## config.mk

```make
export PLATFORM = sky130hd
export DESIGN_NAME = hpint_channel
export DESIGN_NICKNAME = d
export VERILOG_FILES = /design/src/rtl/hpint_pkg.sv /design/src/rtl/hpint_select.sv /design/src/rtl/hpint_sync.sv /design/src/rtl/hpint_detect.sv /design/src/rtl/hpint_regs.sv /design/src/rtl/hpint_channel.sv
export SDC_FILE = /design/constraint.sdc
export NUM_CORES = 1
export LEC_CHECK = 0
export ABC_AREA = 0
export BUFFER_PORTS_ARGS = -buffer_cell sky130_fd_sc_hd__buf_2
export CORE_MARGIN = 4
export CORE_UTILIZATION = 55
export CTS_CLUSTER_DIAMETER = 150
export DETAILED_ROUTE_END_ITERATION = 12
export PLACE_DENSITY = 0.76
export SLEW_MARGIN = 10
export SYNTH_ARGS = -nofsm -noshare
export SYNTH_HDL_FRONTEND = slang
export SYNTH_SLANG_ARGS = --single-unit
```

## constraint.sdc

```tcl
create_clock -name clk -period 2.59 [get_ports clk]
set_clock_uncertainty 0.1 [all_clocks]
set_input_delay 0.3885 -clock clk [delete_from_list [all_inputs] [get_ports clk]]
set_output_delay 0.3885 -clock clk [all_outputs]
set_load 0.02 [all_outputs]
```

## src/rtl/hpint_pkg.sv

```systemverilog
package hpint_pkg;
    localparam int HALF_W = 8;
    localparam int DATA_W = 32;
    localparam int ADDR_W = 4;

    typedef enum logic [ADDR_W-1:0] {
        RA_MASK_SET = 4'd0,
        RA_MASK_CLR = 4'd1,
        RA_MODE_SET = 4'd2,
        RA_MODE_CLR = 4'd3,
        RA_POL_SET  = 4'd4,
        RA_POL_CLR  = 4'd5,
        RA_LATCH    = 4'd6,
        RA_LEVEL    = 4'd7,
        RA_ASSIGN   = 4'd8,
        RA_REQ      = 4'd9
    } reg_addr_e;
endpackage

```

## src/rtl/hpint_select.sv

```systemverilog
module hpint_select #(
    parameter int NUM_HALF = 8,
    parameter int N_GROUPS = 4,
    localparam int SEL_W   = $clog2(NUM_HALF),
    localparam int CH      = N_GROUPS * hpint_pkg::HALF_W
) (
    input  logic [NUM_HALF*hpint_pkg::HALF_W-1:0] pins_i,
    input  logic [N_GROUPS*SEL_W-1:0]             sel_i,
    output logic [CH-1:0]                         grp_o
);
    import hpint_pkg::*;

    for (genvar g = 0; g < N_GROUPS; g++) begin : g_grp
        logic [HALF_W-1:0] pick;
        always_comb begin
            pick = '0;
            for (int h = 0; h < NUM_HALF; h++) begin
                if (sel_i[g*SEL_W +: SEL_W] == SEL_W'(h)) begin
                    pick = pins_i[h*HALF_W +: HALF_W];
                end
            end
        end
        assign grp_o[g*HALF_W +: HALF_W] = pick;
    end
endmodule

```

## src/rtl/hpint_sync.sv

```systemverilog
module hpint_sync #(
    parameter int WIDTH = 32
) (
    input  logic             clk,
    input  logic             rst_n,
    input  logic [WIDTH-1:0] raw_i,
    output logic [WIDTH-1:0] lvl_o,
    output logic [WIDTH-1:0] lvl_d_o
);
    logic [WIDTH-1:0] s1_q, s2_q, s3_q;

    always_ff @(posedge clk or negedge rst_n) begin
        if (!rst_n) begin
            s1_q <= '0;
            s2_q <= '0;
            s3_q <= '0;
        end else begin
            s1_q <= raw_i;
            s2_q <= s1_q;
            s3_q <= s2_q;
        end
    end

    assign lvl_o   = s2_q;
    assign lvl_d_o = s3_q;
endmodule

```

## src/rtl/hpint_detect.sv

```systemverilog
module hpint_detect #(
    parameter int WIDTH = 32
) (
    input  logic             clk,
    input  logic             rst_n,
    input  logic [WIDTH-1:0] lvl_i,
    input  logic [WIDTH-1:0] lvl_d_i,
    input  logic [WIDTH-1:0] edge_mode_i,
    input  logic [WIDTH-1:0] inv_i,
    input  logic [WIDTH-1:0] clr_i,
    output logic [WIDTH-1:0] latch_o
);
    logic [WIDTH-1:0] act_v, rise_v, set_v;

    for (genvar i = 0; i < WIDTH; i++) begin : g_pin
        logic act, act_d, setp, lat_q;
        assign act   = lvl_i[i] ^ inv_i[i];
        assign act_d = lvl_d_i[i] ^ inv_i[i];
        assign setp  = edge_mode_i[i] ? (act & ~act_d) : act;

        always_ff @(posedge clk or negedge rst_n) begin
            if (!rst_n) lat_q <= 1'b0;
            else        lat_q <= (lat_q & ~clr_i[i]) | setp;
        end

        assign act_v[i]   = act;
        assign rise_v[i]  = act & ~act_d;
        assign set_v[i]   = setp;
        assign latch_o[i] = lat_q;
    end

    // in edge mode a latch bit only rises after a move into the active level
    a_r4_edge_needs_rise: assert property (@(posedge clk) disable iff (!rst_n)
        1'b1 |=> ((latch_o & ~$past(latch_o) & $past(edge_mode_i) & ~$past(rise_v)) == '0));

    // in level mode an active pin leaves its latch bit at 1
    a_r5_level_holds: assert property (@(posedge clk) disable iff (!rst_n)
        1'b1 |=> (($past(act_v & ~edge_mode_i) & ~latch_o) == '0));

    // a clear with no simultaneous set empties the bit
    a_r8_clear_takes: assert property (@(posedge clk) disable iff (!rst_n)
        1'b1 |=> ((latch_o & $past(clr_i & ~set_v)) == '0));
endmodule

```

## src/rtl/hpint_regs.sv

```systemverilog
module hpint_regs #(
    parameter int NUM_HALF = 8,
    parameter int N_GROUPS = 4,
    localparam int SEL_W   = $clog2(NUM_HALF),
    localparam int CH      = N_GROUPS * hpint_pkg::HALF_W
) (
    input  logic                          clk,
    input  logic                          rst_n,
    input  logic                          bus_we,
    input  logic [hpint_pkg::ADDR_W-1:0]  bus_addr,
    input  logic [hpint_pkg::DATA_W-1:0]  bus_wdata,
    output logic [hpint_pkg::DATA_W-1:0]  bus_rdata,
    input  logic [CH-1:0]                 latch_i,
    input  logic [CH-1:0]                 lvl_i,
    output logic [CH-1:0]                 mask_o,
    output logic [CH-1:0]                 mode_o,
    output logic [CH-1:0]                 inv_o,
    output logic [CH-1:0]                 clr_o,
    output logic [N_GROUPS*SEL_W-1:0]     sel_o
);
    import hpint_pkg::*;

    logic [CH-1:0]    mask_q, mode_q, inv_q;
    logic [SEL_W-1:0] sel_q [N_GROUPS];
    logic [CH-1:0]    wbits;
    reg_addr_e        addr_e;

    assign wbits  = bus_wdata[CH-1:0];
    assign addr_e = reg_addr_e'(bus_addr);

    always_ff @(posedge clk or negedge rst_n) begin
        if (!rst_n) begin
            mask_q <= '0;
            mode_q <= '0;
            inv_q  <= '0;
        end else if (bus_we) begin
            unique case (addr_e)
                RA_MASK_SET: mask_q <= mask_q | wbits;
                RA_MASK_CLR: mask_q <= mask_q & ~wbits;
                RA_MODE_SET: mode_q <= mode_q | wbits;
                RA_MODE_CLR: mode_q <= mode_q & ~wbits;
                RA_POL_SET:  inv_q  <= inv_q | wbits;
                RA_POL_CLR:  inv_q  <= inv_q & ~wbits;
                default: ;
            endcase
        end
    end

    for (genvar g = 0; g < N_GROUPS; g++) begin : g_sel
        always_ff @(posedge clk or negedge rst_n) begin
            if (!rst_n) begin
                sel_q[g] <= SEL_W'(g % NUM_HALF);
            end else if (bus_we && addr_e == RA_ASSIGN) begin
                sel_q[g] <= bus_wdata[g*HALF_W +: SEL_W];
            end
        end
        assign sel_o[g*SEL_W +: SEL_W] = sel_q[g];
    end

    assign clr_o  = (bus_we && addr_e == RA_LATCH) ? wbits : '0;
    assign mask_o = mask_q;
    assign mode_o = mode_q;
    assign inv_o  = inv_q;

    always_comb begin
        bus_rdata = '0;
        unique case (addr_e)
            RA_MASK_SET, RA_MASK_CLR: bus_rdata = DATA_W'(mask_q);
            RA_MODE_SET, RA_MODE_CLR: bus_rdata = DATA_W'(mode_q);
            RA_POL_SET,  RA_POL_CLR:  bus_rdata = DATA_W'(inv_q);
            RA_LATCH:                 bus_rdata = DATA_W'(latch_i);
            RA_LEVEL:                 bus_rdata = DATA_W'(lvl_i);
            RA_REQ:                   bus_rdata = DATA_W'(latch_i & mask_q);
            RA_ASSIGN: begin
                for (int g = 0; g < N_GROUPS; g++) begin
                    bus_rdata[g*HALF_W +: HALF_W] = HALF_W'(sel_q[g]);
                end
            end
            default: bus_rdata = '0;
        endcase
    end

    // set alias raises every written-one bit
    a_r7_set_bits: assert property (@(posedge clk) disable iff (!rst_n)
        (bus_we && addr_e == RA_MASK_SET) |=> ((mask_q & $past(wbits)) == $past(wbits)));

    // clear alias lowers every written-one bit and keeps the rest
    a_r7_clr_bits: assert property (@(posedge clk) disable iff (!rst_n)
        (bus_we && addr_e == RA_MASK_CLR) |=>
            (((mask_q & $past(wbits)) == '0) && ((mask_q & ~$past(wbits)) == ($past(mask_q) & ~$past(wbits)))));
endmodule

```

## src/rtl/hpint_channel.sv

```systemverilog
module hpint_channel #(
    parameter int NUM_HALF = 8,
    parameter int N_GROUPS = 4,
    localparam int SEL_W   = $clog2(NUM_HALF),
    localparam int CH      = N_GROUPS * hpint_pkg::HALF_W,
    localparam int PIN_W   = NUM_HALF * hpint_pkg::HALF_W
) (
    input  logic                         clk,
    input  logic                         rst_n,
    input  logic [PIN_W-1:0]             pins_i,
    input  logic                         bus_we,
    input  logic [hpint_pkg::ADDR_W-1:0] bus_addr,
    input  logic [hpint_pkg::DATA_W-1:0] bus_wdata,
    output logic [hpint_pkg::DATA_W-1:0] bus_rdata,
    output logic                         irq_o
);
    logic [CH-1:0]             grp, lvl, lvl_d, mask, mode, inv, clr, latch;
    logic [N_GROUPS*SEL_W-1:0] sel;

    hpint_select #(.NUM_HALF(NUM_HALF), .N_GROUPS(N_GROUPS)) u_select (
        .pins_i (pins_i),
        .sel_i  (sel),
        .grp_o  (grp)
    );

    hpint_sync #(.WIDTH(CH)) u_sync (
        .clk     (clk),
        .rst_n   (rst_n),
        .raw_i   (grp),
        .lvl_o   (lvl),
        .lvl_d_o (lvl_d)
    );

    hpint_detect #(.WIDTH(CH)) u_detect (
        .clk         (clk),
        .rst_n       (rst_n),
        .lvl_i       (lvl),
        .lvl_d_i     (lvl_d),
        .edge_mode_i (mode),
        .inv_i       (inv),
        .clr_i       (clr),
        .latch_o     (latch)
    );

    hpint_regs #(.NUM_HALF(NUM_HALF), .N_GROUPS(N_GROUPS)) u_regs (
        .clk       (clk),
        .rst_n     (rst_n),
        .bus_we    (bus_we),
        .bus_addr  (bus_addr),
        .bus_wdata (bus_wdata),
        .bus_rdata (bus_rdata),
        .latch_i   (latch),
        .lvl_i     (lvl),
        .mask_o    (mask),
        .mode_o    (mode),
        .inv_o     (inv),
        .clr_o     (clr),
        .sel_o     (sel)
    );

    assign irq_o = |(latch & mask);

    // an all-zero mask keeps the request low
    a_r9_masked_quiet: assert property (@(posedge clk) disable iff (!rst_n)
        (mask == '0) |-> !irq_o);

    // reset leaves the request low
    a_r1_reset_quiet: assert property (@(posedge clk) disable iff (!rst_n)
        $rose(rst_n) |-> !irq_o);
endmodule

```

==> results of run 1 <==
## metrics by stage
stage                     cells  hold slack [ns]  instance area (um2)  worst slack [ns]
after floorplan            1305         -0.00709                12400             0.425
after global placement     1657            0.232                13500             0.296
after detailed placement   1657            0.235                13500             0.250
after CTS                  1704           0.0188                14400            0.0118
after global routing       1706           0.0392                14400           0.00243
final                      1708           0.0326                14400            0.0361
## power groups by stage
stage / logic (uW) / clock network, uW / registers [uW]
floorplan: 2280 / 0 / 5390
global placement: 2990 / 0 / 5950
detailed placement: 3080 / 0 / 5980
CTS: 3100 / 3680 / 5940
global route: 3460 / 3840 / 6130
finish: 3150 / 3650 / 5990
## critical path: stages, from the launching register on
cell and delay [ns]:
dfrtp_1 0.48, a22oi_1 0.18, nand4_1 0.15, or4_4 0.56, buf_2 0.18
## cells in the final DEF, fill, tap and decap left out, types with 5 or more instances in the layout
cell type and count:
nand4b_1 5, nor2_1 87, nor2b_1 17, o221ai_1 32, nand2b_1 7, buf_12 11
mux4_2 7, a32oi_1 11, a21oi_1 195, nand2_1 95, o211ai_1 5, a211oi_1 11
buf_2 133, o21ai_0 83, inv_1 69, nand3b_1 13, clkinv_2 7, a22oi_2 6
a31oi_1 94, buf_4 44, mux2i_1 82, mux2_2 16, a221o_1 37, clkbuf_16 25
a32o_1 16, a22oi_1 28, dfrtp_1 231
## path summary, 6_finish.rpt
check                      slack (ns)                          to  depth (start not counted)       startpoint
min reg2reg                      0.24            u_sync.lvl_o[22]                          0  u_sync.s1_q[22]
max in group asynchronous        1.31  asynchronous set/reset pin                          3            rst_n
min in group asynchronous        0.28  asynchronous set/reset pin                          2            rst_n
max reg2reg                      0.30             u_sync.s1_q[17]                          5  u_regs.sel_o[6]
min                              0.03                        flop                          2    bus_wdata[13]
max                              0.04                       irq_o                          4             flop
## kinds of logic (layout without fill, tap and decap cells)
| logic type | Yosys count | in the layout | share of synthesized area (%) |
|---|---|---|---|
| mux | 105 | 105 | 9.35 |
| flops | 236 | 236 | 47.7 |
| xor+xnor | 2 | 2 | 0.141 |
| compound gates | 535 | 535 | 27.5 |
| simple gates | 243 | 243 | 9.17 |
| buf+inv | 184 | 305 | 6.21 |
| other cells | 0 | 2 | 0 |
## final cells by class
class	instances	area, um2	share of cell area (%)
sequential	236	5910	41.0
multi-input combinational	885	5800	40.2
timing repair buffer	190	1240	8.61
clock buffer	29	661	4.58
tap	280	350	2.43
inverter	69	259	1.80
clock inverter	17	183	1.27
antenna	2	5.00	0.0347
## what timing repair did
item / in CTS / in global routing
hold buffers: 1 / 0
hold endpoints to repair: 52 / 0
pin swaps: 0 / 1
gates resized for setup: 2 / 6
buffers inserted: 0 / 2
setup endpoints to repair: 1 / 1
## layer usage
metal,part of all wire [%],vias up,GRT usage [%]
li1,-,5081,-
met1,39,5544,44.5
met2,46,755,49.3
met3,11,115,5.66
met4,3.8,4,12.8
met5,0.060,-,0
==> out/metrics.yaml, run 1 <==
ys_top_cells_by_area: "dfrtp_1 (47%), a21oi_1 (7.9%), mux2i_1 (6.6%)"
dp_hpwl_um: 27800
end_kind: "output port"
p_total_uw: 12800
fmax_ghz: 0.392
n_fill_cell: 1783
syn_area_um2: 12400
rsz0062_at_grt: "false"
pin_count: 136
root_buffer: "clkbuf_16"
worst_slew_pin_slew_ns: 0.907
yosys_register_bits: 236
start_util_pct: 56.3
synth_top_cell_by_area: "dfrtp_1"
ys.flop_type: "dfrtp_1"
seq_area_frac_synth_pct: 47.7
rows: 54
gr-total-overflow: 0
drc: 0
status: "completed"
postSynth.asyncResetShare_pct: 100
ir_worst_vdd_mv: 0.569
drt_first_iter_violations: 1353
routed_wl_um: 40000
ys_types: 48
synth_commonest_cells: "dfrtp_1 (232), a21oi_1 (195), nand2_1 (95)"
die_width_um: 158
period_share_pct: 98.6
area.growth.synth_to_final_pct: 16.2
syn_avg_cell_area_um2: 9.50
crit_path_start_kind: "flop"
synth_cells: 1305
crit_required_ns: 2.10
p_comb_share_pct: 24.6
cts_sinks: 236
grt_first_pass_wirelength_um: 62500
cts_buffer_depth: 3
synth-edff-count: 0
antenna_found_initial: 2
setup_tns_ns: 0
synth_top_area_share_pct: 46.8
antenna_left: 0
die_y_um: 158
core_area_um2: 22000
switching_power_uw: 4490
p_leak_uw: 0.00632
cp_max_fo: 4
finalHoldViolCount: 0
fin_nets: 1510
critPathArrivalTime_ns: 2.07
detail_route.wl_per_cell_um: 23.4
utilization_pct: 65.4
grt_pass1_vias: 11000
yosys_warnings: 0
pwr-share-clk_pct: 28.5
critPathKind: "reg -> out"
max_slew_margin_pct: 39.5
yosysMostFrequentCell: "dfrtp_1"
drv_cap: 0
gp_congestion: 0.981
power_frac_seq_pct: 46.8
finalSetupViolations: 0
cts_made_buffers: 25
drive_gt1_share_pct: 19.3
clk_pin_slew_worst_paths_ns: 0.06
powerDensity_nw_per_um2: 888
grt_usage_pct: 31.8
slew_viol_final: 0
finalCriticalPeriod_ns: 2.55
tritoncts: "done"
routed-via-count: 11500
die_area_um2: 25000
firstDrtPassIters: 6
synth_nets: 1408
p_int_uw: 8300
h-tree-depth: 1
clk_latency_ns: 0.53
swShare_pct: 35.1
grt_start_max_net_pins: 78
min_path_type: "in -> reg"
avgViaCountPerCell: 6.73
place.port_buffers: 135
Note: power is estimated with default switching activity, not from simulation.
==> run 2, diff against run 1 <==
- CORE_ASPECT_RATIO: not set -> 0.8
==> out/metrics.yaml, run 2 (synthesis gave the netlist of run 1 again) <==
finalCriticalPeriod_ns: 2.55  # about the same
finalHoldViolCount: 0  # unchanged
p_total_uw: 13000  # was 12,800 uW
critPathKind: "reg -> out"  # unchanged
cts_sinks: 236  # unchanged
cts_made_buffers: 25  # unchanged
worst_slew_pin_slew_ns: 0.986  # was 0.907 ns
dp_hpwl_um: 29300  # was 27,800 um
period_share_pct: 98.6  # about the same
antenna_found_initial: 3  # was 2
place_area_um2: 13500  # about the same
antenna_left: 0  # unchanged
clk_pin_slew_worst_paths_ns: 0.06  # about the same
n_fill_cell: 1780  # was 1,783
gp_congestion: 1.03  # was 0.981
r2r-end: "u_sync.s1_q[21]"  # was u_sync.s1_q[17]
pin_count: 136  # unchanged
firstDrtPassIters: 6  # unchanged
routed_wl_um: 41900  # was 40,000 um
stdcell_area_um2: 14500  # was 14,400 um2
ir_worst_vdd_mv: 0.548  # was 0.569 mV
cp_max_fo: 2  # was 4
fmax_ghz: 0.392  # about the same
cts_buffer_depth: 3  # unchanged
min_path_type: "in -> reg"  # unchanged
die_y_um: 142  # was 158 um
crit_required_ns: 2.10  # about the same
reg2regPathDepth: 5  # unchanged
holdWs_ns: 0.0332  # was 0.0326 ns
fin_nets: 1514  # was 1,510
gr-total-overflow: 0  # unchanged
finalSetupViolations: 0  # unchanged
drive_gt1_share_pct: 19.4  # was 19.3%
slew_viol_final: 0  # unchanged
utilization_pct: 66.2  # was 65.4%
grt_start_max_net_pins: 86  # was 78
end_kind: "output port"  # unchanged
rr_startpoint: "u_regs.sel_o[7]"  # was u_regs.sel_o[6]
layout_common_cells: "dfrtp_1 (227), a21oi_1 (195), buf_2 (132)"  # was dfrtp_1 (231), a21oi_1 (195), buf_2 (133)
detail_route.wl_per_cell_um: 24.2  # was 23.4 um
drt_first_iter_violations: 1893  # was 1,353
multi_input_area_um2: 5790  # was 5800 um2
start_util_pct: 56.7  # was 56.3%
powerDensity_nw_per_um2: 899  # was 888 nW/um2
rsz0062_at_grt: "false"  # unchanged
crit_path_start_kind: "flop"  # unchanged
die_area_um2: 25000  # about the same
h-tree-depth: 1  # unchanged
seqCellArea_um2: 5920  # was 5910 um2
routed-via-count: 11700  # was 11,500
hold_depth: 2  # unchanged
p_leak_uw: 0.00636  # was 0.00632 uW
drv_cap: 0  # unchanged
setup_tns_ns: 0  # unchanged
die_width_um: 176  # was 158 um
root_buffer: "clkbuf_16"  # unchanged
r2r_setup_slack_ns: 0.45  # was 0.30 ns
core_area_um2: 21900  # was 22,000 um2
layout_commonest_cell: "dfrtp_1"  # unchanged
grt_usage_pct: 33.0  # was 31.8%
p_comb_share_pct: 24.6  # about the same
grt_pass1_vias: 11100  # was 11,000
pwr-share-clk_pct: 29.2  # was 28.5%
grt_first_pass_wirelength_um: 65500  # was 62,500 um
place.port_buffers: 135  # unchanged
min_from: "bus_wdata[7]"  # was bus_wdata[13]
p_int_uw: 8520  # was 8300 uW
critPathArrivalTime_ns: 2.06  # was 2.07 ns
swShare_pct: 34.5  # was 35.1%
status: "completed"  # unchanged
clk_latency_ns: 0.52  # was 0.53 ns
rows: 48  # was 54
drc: 0  # unchanged
area.growth.synth_to_final_pct: 16.7  # was 16.2%
max_slew_margin_pct: 34.2  # was 39.5%
tritoncts: "done"  # unchanged
switching_power_uw: 4490  # about the same
power_frac_seq_pct: 46.2  # was 46.8%
avgViaCountPerCell: 6.74  # was 6.73
run 2: per-stage QoR:
step	cells	setup WS, ns
after floorplan	1305	0.425
after global placement	1681	0.207
after detailed placement	1681	0.202
after CTS	1729	0.00246
after global routing	1732	0.00169
final	1732	0.0370
run 2: repair_timing:
action / 4_1_cts / 5_1_grt
resized for setup: 8 / 4
setup endpoints to repair: 1 / 2
pin swaps: 2 / 3
hold buffers: 1 / 0
endpoints found under the hold margin: 62 / 0
setup buffers: 1 / 1
run 2: worst max-delay path by stage:
| stage | from | depth (start not counted) | endpoint | slack [ns] |
|---|---|---|---|---|
| global route | flop | 4 | irq_o | 0.002 |
| finish | flop | 4 | irq_o | 0.04 |
| global placement | bus_addr[0] | 6 | bus_rdata[10] | 0.21 |
| CTS | flop | 4 | irq_o | 0.002 |
| detailed placement | bus_addr[0] | 6 | bus_rdata[10] | 0.20 |
| floorplan | bus_addr[0] | 6 | bus_rdata[10] | 0.43 |
run 2: worst max-delay path: stages (launching register included):
cell     delay (ns)
dfrtp_2        0.45
a22oi_2        0.23
nand4_1        0.17
or4_4          0.56
buf_6          0.15
run 2: cell type report:
type,instances,area share (%)
flip-flops and latches,236,40.9
diodes,2,0.0346
repair buffers,194,8.57
clock buffers,36,5.02
inverters,69,1.79
multi-input cells,885,40.0
well taps,300,2.59
clock inverters,10,1.08
run 2: power by group through the flow:
| stage | clock network [uW] | registers [uW] | logic (uW) |
|---|---|---|---|
| after CTS | 3820 | 5950 | 3150 |
| after floorplan | 0 | 5390 | 2280 |
| final | 3790 | 6010 | 3200 |
| after detailed placement | 0 | 5990 | 3110 |
| after global placement | 0 | 5940 | 3020 |
| after global routing | 3980 | 6120 | 3510 |
run 2: metal layers:
layer  up-vias  track usage (%)  share of wire, %
li1       5072                -                 -
met1      5694             49.1                42
met2       823             49.8                44
met3        89             7.04                11
met4         2             8.53               2.3
met5         -                0             0.022
==> run 3, diff against run 2 <==
--- a/config.mk
+++ b/config.mk
@@ -8,4 +8,5 @@
 export ABC_AREA = 0
 export BUFFER_PORTS_ARGS = -buffer_cell sky130_fd_sc_hd__buf_2
+export CAP_MARGIN = 20
 export CORE_ASPECT_RATIO = 0.8
 export CORE_MARGIN = 4
@@ -13,4 +14,5 @@
 export CTS_CLUSTER_DIAMETER = 150
 export DETAILED_ROUTE_END_ITERATION = 12
+export GPL_TIMING_DRIVEN = 1
 export PLACE_DENSITY = 0.76
 export SLEW_MARGIN = 10
--- a/constraint.sdc
+++ b/constraint.sdc
@@ -3,3 +3,3 @@
 set_input_delay 0.3885 -clock clk [delete_from_list [all_inputs] [get_ports clk]]
 set_output_delay 0.3885 -clock clk [all_outputs]
-set_load 0.02 [all_outputs]
+set_load 0.005 [all_outputs]
==> out/metrics.yaml, run 3 (synthesis gave the netlist of run 1 again) <==
layout_common_cells: "dfrtp_1 (227), a21oi_1 (195), buf_2 (133)"  # was dfrtp_1 (227), a21oi_1 (195), buf_2 (132)
grt_pass1_vias: 11400  # was 11,100
h-tree-depth: 1  # unchanged
critPathArrivalTime_ns: 2.10  # was 2.06 ns
power_frac_seq_pct: 46.9  # was 46.2%
fin_nets: 1511  # was 1,514
pin_count: 136  # unchanged
crit_buf_inv: 1  # unchanged
grt_start_max_net_pins: 76  # was 86
crit_required_ns: 2.10  # about the same
p_int_uw: 8460  # was 8520 uW
finalSetupViolations: 0  # unchanged
slowest_delay_ns: 0.49  # was 0.56 ns
routed_wl_um: 42400  # was 41,900 um
critPathKind: "reg -> out"  # unchanged
dp_hpwl_um: 29400  # was 29,300 um
drv_cap: 0  # unchanged
core_area_um2: 21900  # unchanged
finalHoldViolCount: 0  # unchanged
firstDrtPassIters: 5  # was 6
status: "completed"  # unchanged
start_util_pct: 56.7  # unchanged
area.growth.synth_to_final_pct: 16.9  # was 16.7%
cts_buffer_depth: 3  # unchanged
avgViaCountPerCell: 6.78  # was 6.74
critPathTopFamily: "simple AND/OR/NAND/NOR gates"  # unchanged
period_share_pct: 99.9  # was 98.6%
tritoncts: "done"  # unchanged
die_y_um: 142  # unchanged
worst_slew_pin_slew_ns: 0.876  # was 0.986 ns
cts_sinks: 236  # unchanged
crit_slowest_cell: "or4_4"  # unchanged
die_width_um: 176  # unchanged
root_buffer: "clkbuf_16"  # unchanged
setup_tns_ns: 0  # unchanged
grt_usage_pct: 33.4  # was 33.0%
gp_congestion: 1.00  # was 1.03
finalCriticalPeriod_ns: 2.59  # was 2.55 ns
drt_first_iter_violations: 1619  # was 1,893
cp_max_fo: 3  # was 2
switching_power_uw: 4410  # was 4490 uW
max_slew_margin_pct: 41.6  # was 34.2%
antenna_left: 0  # unchanged
multi_input_area_um2: 5790  # unchanged
finalNonFillerCells: 1728  # was 1,732
p_leak_uw: 0.00635  # was 0.00636 uW
place.port_buffers: 135  # unchanged
min_path_type: "in -> reg"  # unchanged
dp_cells: 1681  # unchanged
p_comb_share_pct: 24.0  # was 24.6%
pwr-share-clk_pct: 29.1  # was 29.2%
rows: 48  # unchanged
ir_worst_vdd_mv: 0.484  # was 0.548 mV
end_kind: "output port"  # unchanged
antenna_found_initial: 3  # unchanged
clk_latency_ns: 0.51  # was 0.52 ns
holdWs_ns: 0.0329  # was 0.0332 ns
n_fill_cell: 1749  # was 1,780
layout_commonest_cell: "dfrtp_1"  # unchanged
routed-via-count: 11700  # about the same
swShare_pct: 34.3  # was 34.5%
detail_route.wl_per_cell_um: 24.6  # was 24.2 um
gr-total-overflow: 0  # unchanged
slew_viol_final: 0  # unchanged
powerDensity_nw_per_um2: 888  # was 899 nW/um2
cts_made_buffers: 24  # was 25
die_area_um2: 25000  # unchanged
crit_path_start_kind: "flop"  # unchanged
drc: 0  # unchanged
grt_first_pass_wirelength_um: 66100  # was 65,500 um
path_cells: "a22oi_1 > nand4_1 > or4_4 > buf_2"  # was a22oi_2 > nand4_1 > or4_4 > buf_6
drive_gt1_share_pct: 19.4  # about the same
seqCellArea_um2: 5920  # about the same
clk_pin_slew_worst_paths_ns: 0.06  # about the same
fmax_ghz: 0.387  # was 0.392 GHz
-- run 3: power groups by stage --
stage	Clock [uW]	Sequential [uW]	Combinational [uW]
after floorplan	0	5390	2180
after global placement	0	5940	2900
after detailed placement	0	5980	3000
after CTS	3780	5960	3030
after global routing	3950	6140	3400
final	3750	6030	3090
-- run 3: per-layer routing --
layer | vias up | track usage, % | part of all wire (%)
met5 | - | 0 | 0.031
met4 | 2 | 11.3 | 3.7
met3 | 129 | 7.33 | 12
met2 | 846 | 49.2 | 44
met1 | 5666 | 49.4 | 40
li1 | 5080 | - | -
-- run 3: repair_timing --
action | CTS | global route
setup endpoints to repair | 2 | 2
gates resized for setup | 3 | 8
endpoints found under the hold margin | 67 | 0
buffers inserted | 0 | 0
hold buffers | 1 | 0
pin swaps | 0 | 4
-- run 3: path summary, 6_finish.rpt --
| check | slack (ns) | startpoint | to | cells past startpoint |
|---|---|---|---|---|
| min in group asynchronous | 0.35 | rst_n | asynchronous set/reset pin | 2 |
| setup / recovery | 0.003 | u_detect.g_pin[12].lat_q | irq_o | 4 |
| hold reg to reg | 0.24 | u_sync.s1_q[10] | u_sync.lvl_o[10] | 0 |
| max in group asynchronous | 1.22 | rst_n | u_regs.sel_o[7] | 3 |
| hold / removal | 0.03 | bus_wdata[5] | flop | 2 |
| setup reg to reg | 0.42 | u_regs.sel_o[6] | u_sync.s1_q[16] | 5 |
-- run 3: metrics by stage --
stage | worst slack [ns] | power (uW) | utilization [%] | instance area [um2]
floorplan | 0.647 | 7570 | - | 12400
global placement | 0.317 | 8830 | 62.1 | 13600
detailed placement | 0.282 | 8980 | 62.1 | 13600
CTS | 0.00883 | 12800 | 66.1 | 14500
global route | -0.0447 | 13500 | 66.3 | 14500
finish | 0.00295 | 12900 | 66.3 | 14500
-- run 3: cell type report --
class / count / area share (%)
antenna: 2 / 0.0345
timing repair buffer: 192 / 8.76
inverter: 69 / 1.79
clock buffer: 33 / 4.87
tap: 300 / 2.59
clock inverter: 11 / 1.13
sequential: 236 / 40.9
multi-input combinational: 885 / 40.0
